--- config.mk ---
export PLATFORM = sky130hd
export DESIGN_NAME = fpga_cfg_loader
export DESIGN_NICKNAME = d
export VERILOG_FILES = /design/src/rtl/cfgld_pkg.sv /design/src/rtl/cfgld_timer.sv /design/src/rtl/cfgld_bitorder.sv /design/src/rtl/cfgld_cclk_gen.sv /design/src/rtl/fpga_cfg_loader.sv
export SDC_FILE = /design/constraint.sdc
export NUM_CORES = 1
export LEC_CHECK = 0
export BUFFER_PORTS_ARGS = -buffer_cell sky130_fd_sc_hd__buf_4
export CORE_UTILIZATION = 40
export CTS_CLUSTER_SIZE = 12
export DETAILED_ROUTE_END_ITERATION = 16
export GPL_TIMING_DRIVEN = 0
export MAX_ROUTING_LAYER = met4
export SYNTH_ARGS = -nofsm -noshare
export SYNTH_HDL_FRONTEND = slang
export SYNTH_HIERARCHICAL = 1
export SYNTH_SLANG_ARGS = --single-unit
--- constraint.sdc ---
create_clock -name clk -period 7.1 [get_ports clk]
set_input_delay 0.71 -clock clk [delete_from_list [all_inputs] [get_ports clk]]
set_output_delay 0.71 -clock clk [all_outputs]
set_load 0.05 [all_outputs]
--- src/rtl/cfgld_pkg.sv ---
// Shared types for the configuration loader.
package cfgld_pkg;

    // Load sequencer states.
    typedef enum logic [2:0] {
        ST_IDLE,
        ST_PWR_OFF,
        ST_PROG,
        ST_WAIT_CLR,
        ST_WAIT_RDY,
        ST_STREAM,
        ST_FLUSH
    } cfg_state_e;

    // Outcome of a load, raised for one cycle when the sequencer returns to idle.
    typedef enum logic [1:0] {
        RES_NONE,
        RES_OK,
        RES_CRC,
        RES_TMO
    } cfg_result_e;

endpackage

--- src/rtl/cfgld_timer.sv ---
// Interval counter shared by the sequencer's timed phases.
// Counts system clocks since the last clear and raises hit on the
// max(limit,1)-th clock, then holds. Assumes limit is stable within a phase.
module cfgld_timer #(
    parameter int CW = 16
) (
    input  logic          clk,
    input  logic          rst_n,
    input  logic          clr,
    input  logic [CW-1:0] limit,
    output logic          hit
);
    localparam logic [CW-1:0] ONE = CW'(1);

    logic [CW-1:0] cnt;
    logic [CW-1:0] eff_lim;

    // Zero limit behaves as one.
    always_comb eff_lim = (limit == '0) ? ONE : limit;

    // Hit flags the last clock of the interval.
    always_comb hit = (cnt == eff_lim - ONE);

    // Count up from the clear point and saturate at hit.
    always_ff @(posedge clk) begin
        if (!rst_n)        cnt <= '0;
        else if (clr)      cnt <= '0;
        else if (!hit)     cnt <= cnt + ONE;
    end
endmodule

--- src/rtl/cfgld_bitorder.sv ---
// Optional bit reversal of one data word (bit 0 with bit W-1 and so on).
// Purely combinational.
module cfgld_bitorder #(
    parameter int W = 8
) (
    input  logic [W-1:0] din,
    input  logic         swap,
    output logic [W-1:0] dout
);
    logic [W-1:0] rev;

    for (genvar g = 0; g < W; g++) begin : g_rev
        assign rev[g] = din[W-1-g];
    end

    // Pick reversed or straight order.
    always_comb dout = swap ? rev : din;
endmodule

--- src/rtl/cfgld_cclk_gen.sv ---
// Configuration clock and data engine.
// Streaming mode: it takes one byte while the clock is low, holds the clock
// low for D clocks, then high for D clocks, then frees the byte slot.
// Flush mode: it toggles the clock every D clocks with no data.
// D = max(half_div,1). When en drops, everything returns low in the next
// cycle. Assumes en and flush are driven from the sequencer's next state.
module cfgld_cclk_gen #(
    parameter int DW   = 8,
    parameter int DIVW = 8
) (
    input  logic            clk,
    input  logic            rst_n,
    input  logic            en,
    input  logic            flush,
    input  logic            stream_now,
    input  logic [DIVW-1:0] half_div,
    input  logic            s_valid,
    input  logic [DW-1:0]   s_data,
    input  logic            s_last,
    output logic            s_ready,
    output logic            cfg_clk,
    output logic [DW-1:0]   cfg_d,
    output logic            last_end
);
    localparam logic [DIVW-1:0] ONE = DIVW'(1);

    logic [DIVW-1:0] eff_div;
    logic [DIVW-1:0] hc;
    logic            hc_hit;
    logic            clk_q;
    logic            have;
    logic            last_q;
    logic [DW-1:0]   d_q;

    // Half period, with zero treated as one.
    always_comb eff_div = (half_div == '0) ? ONE : half_div;
    // Last clock of the current half period.
    always_comb hc_hit  = (hc == eff_div - ONE);

    // Byte slot open: streaming, clock low, nothing held.
    always_comb s_ready  = stream_now && !clk_q && !have;
    // Final byte's high phase ends on this edge.
    always_comb last_end = stream_now && clk_q && hc_hit && last_q;

    always_comb cfg_clk = clk_q;
    always_comb cfg_d   = d_q;

    // Clock phase, byte slot and data register.
    always_ff @(posedge clk) begin
        if (!rst_n) begin
            clk_q  <= 1'b0;
            hc     <= '0;
            have   <= 1'b0;
            last_q <= 1'b0;
            d_q    <= '0;
        end else if (!en) begin
            clk_q  <= 1'b0;
            hc     <= '0;
            have   <= 1'b0;
            last_q <= 1'b0;
        end else if (!clk_q) begin
            if (!have && !flush) begin
                if (s_ready && s_valid) begin
                    d_q    <= s_data;
                    have   <= 1'b1;
                    last_q <= s_last;
                    hc     <= '0;
                end
            end else if (hc_hit) begin
                clk_q <= 1'b1;
                hc    <= '0;
            end else begin
                hc <= hc + ONE;
            end
        end else begin
            if (hc_hit) begin
                clk_q <= 1'b0;
                hc    <= '0;
                have  <= 1'b0;
            end else begin
                hc <= hc + ONE;
            end
        end
    end
endmodule

--- src/rtl/fpga_cfg_loader.sv ---
// Byte-wide configuration loader for a target FPGA.
// It sequences an optional power-off, the program pulse, the two init
// waits, byte streaming and the clocking after the last byte, and it
// reports one outcome flag per load. Assumes the limit and divider inputs
// stay stable during a load, and that init_n and done are synchronous to
// clk (any synchronisers sit outside this block).
module fpga_cfg_loader #(
    parameter int DW   = 8,
    parameter int CW   = 16,
    parameter int DIVW = 8
) (
    input  logic            clk,
    input  logic            rst_n,
    input  logic            start,
    input  logic            swap_bits,
    input  logic            pwr_cycle_req,
    input  logic [DIVW-1:0] half_div,
    input  logic [CW-1:0]   prog_cycles,
    input  logic [CW-1:0]   init_limit,
    input  logic [CW-1:0]   flush_limit,
    input  logic [CW-1:0]   pwr_off_cycles,
    input  logic            s_valid,
    input  logic [DW-1:0]   s_data,
    input  logic            s_last,
    output logic            s_ready,
    output logic            prog_n,
    input  logic            init_n,
    input  logic            done,
    output logic            cfg_clk,
    output logic [DW-1:0]   cfg_d,
    output logic            pwr_en,
    output logic            busy,
    output logic            done_ok,
    output logic            crc_err,
    output logic            timeout_err
);
    import cfgld_pkg::*;

    cfg_state_e    state, state_d;
    cfg_result_e   res;
    logic [CW-1:0] lim;
    logic          t_hit;
    logic          swap_q;
    logic          last_end;
    logic          eng_en;
    logic          eng_flush;
    logic          take_start;
    logic [DW-1:0] ordered;

    // A start counts only while idle.
    always_comb take_start = (state == ST_IDLE) && start;

    // Next state and outcome of the load sequencer.
    always_comb begin
        state_d = state;
        res     = RES_NONE;
        case (state)
            ST_IDLE: begin
                if (start)
                    state_d = (pwr_cycle_req && (crc_err || timeout_err))
                              ? ST_PWR_OFF : ST_PROG;
            end
            ST_PWR_OFF: begin
                if (t_hit) state_d = ST_PROG;
            end
            ST_PROG: begin
                if (t_hit) state_d = ST_WAIT_CLR;
            end
            ST_WAIT_CLR: begin
                if (!init_n)      state_d = ST_WAIT_RDY;
                else if (t_hit) begin state_d = ST_IDLE; res = RES_TMO; end
            end
            ST_WAIT_RDY: begin
                if (init_n)       state_d = ST_STREAM;
                else if (t_hit) begin state_d = ST_IDLE; res = RES_TMO; end
            end
            ST_STREAM: begin
                if (!init_n)       begin state_d = ST_IDLE; res = RES_CRC; end
                else if (last_end) state_d = ST_FLUSH;
            end
            ST_FLUSH: begin
                if (!init_n)     begin state_d = ST_IDLE; res = RES_CRC; end
                else if (done)   begin state_d = ST_IDLE; res = RES_OK;  end
                else if (t_hit)  begin state_d = ST_IDLE; res = RES_TMO; end
            end
            default: state_d = ST_IDLE;
        endcase
    end

    // Limit that applies to the phase now running.
    always_comb begin
        case (state)
            ST_PWR_OFF:              lim = pwr_off_cycles;
            ST_WAIT_CLR, ST_WAIT_RDY: lim = init_limit;
            ST_FLUSH:                lim = flush_limit;
            default:                 lim = prog_cycles;
        endcase
    end

    // Clock engine runs whenever the next state streams or flushes.
    always_comb eng_en    = (state_d == ST_STREAM) || (state_d == ST_FLUSH);
    always_comb eng_flush = (state_d == ST_FLUSH);

    // Line outputs decoded from the current state.
    always_comb busy   = (state != ST_IDLE);
    always_comb prog_n = (state != ST_PROG);
    always_comb pwr_en = (state != ST_PWR_OFF);

    // Sequencer state register.
    always_ff @(posedge clk) begin
        if (!rst_n) state <= ST_IDLE;
        else        state <= state_d;
    end

    // Bit-order choice held for the whole load.
    always_ff @(posedge clk) begin
        if (!rst_n)          swap_q <= 1'b0;
        else if (take_start) swap_q <= swap_bits;
    end

    // Outcome flags: cleared by an accepted start, set by the finishing edge.
    always_ff @(posedge clk) begin
        if (!rst_n || take_start) begin
            done_ok     <= 1'b0;
            crc_err     <= 1'b0;
            timeout_err <= 1'b0;
        end else begin
            case (res)
                RES_OK:  done_ok     <= 1'b1;
                RES_CRC: crc_err     <= 1'b1;
                RES_TMO: timeout_err <= 1'b1;
                default: ;
            endcase
        end
    end

    cfgld_timer #(.CW(CW)) u_timer (
        .clk   (clk),
        .rst_n (rst_n),
        .clr   (state_d != state),
        .limit (lim),
        .hit   (t_hit)
    );

    cfgld_bitorder #(.W(DW)) u_order (
        .din  (s_data),
        .swap (swap_q),
        .dout (ordered)
    );

    cfgld_cclk_gen #(.DW(DW), .DIVW(DIVW)) u_cclk (
        .clk        (clk),
        .rst_n      (rst_n),
        .en         (eng_en),
        .flush      (eng_flush),
        .stream_now (state == ST_STREAM),
        .half_div   (half_div),
        .s_valid    (s_valid),
        .s_data     (ordered),
        .s_last     (s_last),
        .s_ready    (s_ready),
        .cfg_clk    (cfg_clk),
        .cfg_d      (cfg_d),
        .last_end   (last_end)
    );
endmodule

==> results.md <==
Timing:
- The max-slew headroom at the worst pin is 0.565.
- The period utilization is 0.937.
- For the pin with the worst max-slew slack, the measured transition is 0.646 ns.
- The count of final setup violators is 0.
- Subtracting the final worst setup slack from the clock period gives 6.65 ns.
- Setup repair after global routing left no endpoint under its margin.
- The final number of max-transition violations is 0.
- The worst-case hold slack is 0.470 ns.
- The number of failing hold endpoints at the final stage is 0.
- Clock skew on the completed layout was measured at 0.0122 ns.
- The maximum achievable frequency is 150 MHz.
- In the post-route analysis, the smallest setup slack over all paths is 0.446 ns.

Detailed routing:
- The total via count after detailed routing is 4195.
- The first-iteration detailed-routing DRC count is 198.
- In the final routed layout, each cell accounts on average for 16.1 um.
- The number of remaining DRC errors is 0.
- After detailed routing, the total wire length is 11900 um.
- The first detailed-routing pass took 5 iterations.
- The average vias per placed instance is 5.68.
- The residual antenna-violating net count after detailed routing is 0.

Cells and area:
- The number of antenna diodes in the final layout is 0.
- Counting the fill cells in the layout gives 910.
- At the end of the flow, the number of nets in the layout was 701.
- The fraction of final layout cells sized beyond drive strength 1 is 0.296.
- The multi-input combinational cells in the finished layout cover a total of 2900 um^2.
- From synthesis to final layout, the design area changed by 28.6%.
- The register cell area after layout is 841 um^2.
- Measured on the finished design, the core utilization comes to 0.539.

Setup path:
- For the worst setup path, the data required time is 7.35 ns.
- The worst endpoint data arrival time is 6.90 ns.
- The largest individual stage delay along the critical path comes from the cell sky130_fd_sc_hd__or4_1.
- The cell with the most instances on the worst path is sky130_fd_sc_hd__buf_6.
- The worst setup path is launched from a flip-flop.
- The number of buffers and inverters on the critical path is 7.
- In this design, the stage delay of the slowest critical-path cell is 0.50 ns.
- The highest fanout seen on the critical path is 10.
- The type of the worst setup path is flip-flop to flip-flop.
- The cell family contributing the most delay on the critical path is simple AND/OR/NAND/NOR gates.
- The setup check on the worst reg-to-reg path leaves a slack of 0.45 ns.
- The endpoint class of the critical path is a flip-flop.

Clock network:
- The number of clock sinks seen by CTS is 42.
- The maximum buffer depth of the clock tree is 2.
- The tree is rooted in a sky130_fd_sc_hd__clkbuf_8.
- The CTS tree is built.
- The CTS buffer count is 5.
- The clock reaches the later pin of the worst-skew pair after 0.30 ns.
- The number of buffers inserted by hold repair at cts is 0.
- The number of levels the H-tree was split into is 2.
- After clock tree synthesis, the clock-pin slew on the worst setup and hold paths is 0.09 ns.

Power and ir drop:
- The completed layout was analyzed and its total power is 0.000648 W.
- Across the VDD grid, the largest voltage drop is 0.117 mV.
- Summed over all nets, the switching power comes to 0.000178 W.
- The clock group share of total power is 0.362.
- The cell leakage power is 1.94 nW.
- The total power density per cell area is 128 nW/um^2.
- Of the total power, the share spent switching nets is 0.274.
- The part of the total power dissipated in combinational logic is 0.265.
- The internal power summed over all cells is 0.000470 W.
- The share of total power in sequential cells is 0.373.

Synth:
- The post-synth net total is 591.
- sky130_fd_sc_hd__dfxtp_1 takes more of the synthesized area than any other cell.
- Sorting the synthesized cells by how often they occur yields 49 x sky130_fd_sc_hd__nand2_1, 42 x sky130_fd_sc_hd__dfxtp_1, 33 x sky130_fd_sc_hd__a221oi_1, 32 x sky130_fd_sc_hd__nor2_1, 30 x sky130_fd_sc_hd__nand3_1.
- In the post-synthesis netlist, the biggest area contributors are sky130_fd_sc_hd__dfxtp_1 21%, sky130_fd_sc_hd__a221oi_1 7.3%, sky130_fd_sc_hd__nand2_1 4.7%, sky130_fd_sc_hd__nand3_1 3.8%, sky130_fd_sc_hd__xnor2_1 3.8%.
- After synthesis the netlist holds a flip-flop and latch count of 42.
- The post-synthesis average cell area is 7.93 um^2.
- The most frequent cell after synthesis is sky130_fd_sc_hd__nand2_1.
- The number of synthesized flops with an enable pin is 0.
- The post-synthesis sequential area ratio is 0.213.
- In this run the cell area of the synthesized design comes to 3950 um^2.
- The Yosys step of the flow raised 6 warnings.
- The primary flip-flop cell chosen by synthesis mapping is sky130_fd_sc_hd__dfxtp_1.
- The share of the synthesized area in the top cell type is 0.213.
- Counting distinct cell types in the post-synthesis netlist gives 84.
- The number of standard cells after synthesis is 498.
- The async set or reset register ratio after synthesis is 0.

GRT:
- Global routing finished with a remaining overflow of 0.
- The all-layer global routing usage is 0.238.
- The maximum number of pins on one net before global-route repair is 18.
- The first global-routing pass estimated 19000 um of wire.
- The number of antenna violations at the first check in global routing came to 0.
- The number of global-route vias before repair was 3895.

Floorplan:
- For this design the top-level I/O count stands at 105.
- In this run the core area contains 35 standard-cell rows.
- The y dimension of the die is 101 um.
- The die covers 10300 um^2.
- The initial utilization of the core area, before any placement, comes to 0.419.
- The region available for standard cell placement spans 9420 um^2.
- The die width is 101 um.

Worst hold path:
- The min-delay analysis places its worst path in the category flip-flop to flip-flop.

Placement:
- At the placement stage, the worst setup path has a slack of -0.175 ns.
- The port buffer count is 103.
- Detailed placement ended at an HPWL of 9230 um.
- The congestion estimate from routability-driven global placement came to 0.893.

Job:
- Max-cap violations in this run came to 0.

Outcome:
- The flow ran to the end, and the final reports show no timing, DRC or antenna violations.
-- layout make-up --
type	instances	share of cell area
multi-input cells	414	0.571
flip-flops and latches	42	0.166
repair buffers	103	0.152
plain buffers	30	0.0414
well taps	129	0.0318
clock buffers	6	0.0163
clock inverters	2	0.0118
inverters	12	0.00961
-- cells by family (layout without fill, tap and decap cells) --
family | Yosys count | in the layout | synth area share
AOI/OAI and AO/OA | 141 | 141 | 0.270
muxes | 19 | 19 | 0.0586
adders and majority gates | 4 | 4 | 0.0127
DFF | 42 | 42 | 0.213
and+or+nand+nor | 223 | 223 | 0.320
xor gates and xnor gates | 27 | 27 | 0.0618
buffers and inverters | 42 | 153 | 0.0640
-- registers in the layout, summed over array words and instances, names as in the netlist, 3 cells and up --
register / cells
u_timer/cnt: 16
u_cclk/cfg_d: 8
u_cclk/hc: 8
state: 3
-- path summary, 6_finish.rpt --
| path | from | endpoint | cells after the start |
|---|---|---|---|
| max | state[0] | u_timer/cnt[11] | 29 |
| min | u_cclk/cfg_d[2] | u_cclk/cfg_d[2] | 2 |
| min reg2reg | u_cclk/cfg_d[2] | u_cclk/cfg_d[2] | 2 |
| max reg2reg | state[0] | u_timer/cnt[11] | 29 |
-- tightest hold or removal path: stages, from the launching register on --
cell	delay, ns
sky130_fd_sc_hd__dfxtp_1	0.32
sky130_fd_sc_hd__nand2_1	0.05
sky130_fd_sc_hd__a21boi_0	0.06
-- timing repair --
| action | 4_1_cts | 5_1_grt |
|---|---|---|
| setup endpoints to repair | 19 | 34 |
| pin swaps | 0 | 1 |
| buffers inserted | 0 | 0 |
| gates cloned | 0 | 0 |
| endpoints found under the hold margin | 0 | 0 |
| gates resized for setup | 5 | 23 |
-- routing by layer --
metal	part of all wire	vias to the layer above	wire length, um	GRT usage
met5	0	-	0	-
met4	0.017	0	202	0.0792
met3	0.059	17	699	0.0338
met2	0.47	137	5640	0.415
met1	0.45	1935	5340	0.281
li1	-	2106	-	-
-- placed cells by master, fill, tap and decap left out, types with 4 or more instances in the layout --
cell and instances:
sky130_fd_sc_hd__clkbuf_8 7, sky130_fd_sc_hd__nand3b_1 7, sky130_fd_sc_hd__or3_1 11, sky130_fd_sc_hd__buf_6 7
sky130_fd_sc_hd__nor4_1 4, sky130_fd_sc_hd__inv_1 11, sky130_fd_sc_hd__clkbuf_1 10, sky130_fd_sc_hd__buf_2 4
sky130_fd_sc_hd__o21ai_2 8, sky130_fd_sc_hd__nor2b_1 11, sky130_fd_sc_hd__clkbuf_2 4, sky130_fd_sc_hd__and2_1 5
sky130_fd_sc_hd__nand2b_1 8, sky130_fd_sc_hd__nand3_1 30, sky130_fd_sc_hd__a21oi_1 20, sky130_fd_sc_hd__a21boi_0 10
sky130_fd_sc_hd__a221oi_1 33, sky130_fd_sc_hd__o21ai_0 8, sky130_fd_sc_hd__mux2i_1 10, sky130_fd_sc_hd__a31oi_1 6
sky130_fd_sc_hd__nor3b_1 6, sky130_fd_sc_hd__a211oi_1 8, sky130_fd_sc_hd__buf_4 105, sky130_fd_sc_hd__o21ai_1 16
sky130_fd_sc_hd__dfxtp_1 42, sky130_fd_sc_hd__nand2_1 49, sky130_fd_sc_hd__and3_1 6, sky130_fd_sc_hd__xnor2_1 17
sky130_fd_sc_hd__nand4_1 7, sky130_fd_sc_hd__xor2_1 9, sky130_fd_sc_hd__ha_1 4, sky130_fd_sc_hd__mux2_4 8
sky130_fd_sc_hd__nor3_1 14, sky130_fd_sc_hd__nor2_1 32
-- metrics by stage --
step	cells	cell area, um^2	setup TNS [ns]
4_1_cts	738	5020	0
3_5_place_dp	730	4880	-1.10
3_3_place_gp	730	4880	-0.224
2_1_floorplan	498	3950	0
5_1_grt	738	5080	0
6_report	738	5080	0
-- power by group through the flow --
| stage | clock network, W | logic [W] | registers [W] |
|---|---|---|---|
| final | 0.000235 | 0.000172 | 0.000241 |
| after global placement | 0 | 0.000163 | 0.000246 |
| after detailed placement | 0 | 0.000165 | 0.000247 |
| after floorplan | 0 | 0.0000966 | 0.000245 |
| after CTS | 0.000241 | 0.000167 | 0.000241 |
| after global routing | 0.000252 | 0.000187 | 0.000242 |
Note: power is estimated with default switching activity, not from simulation.
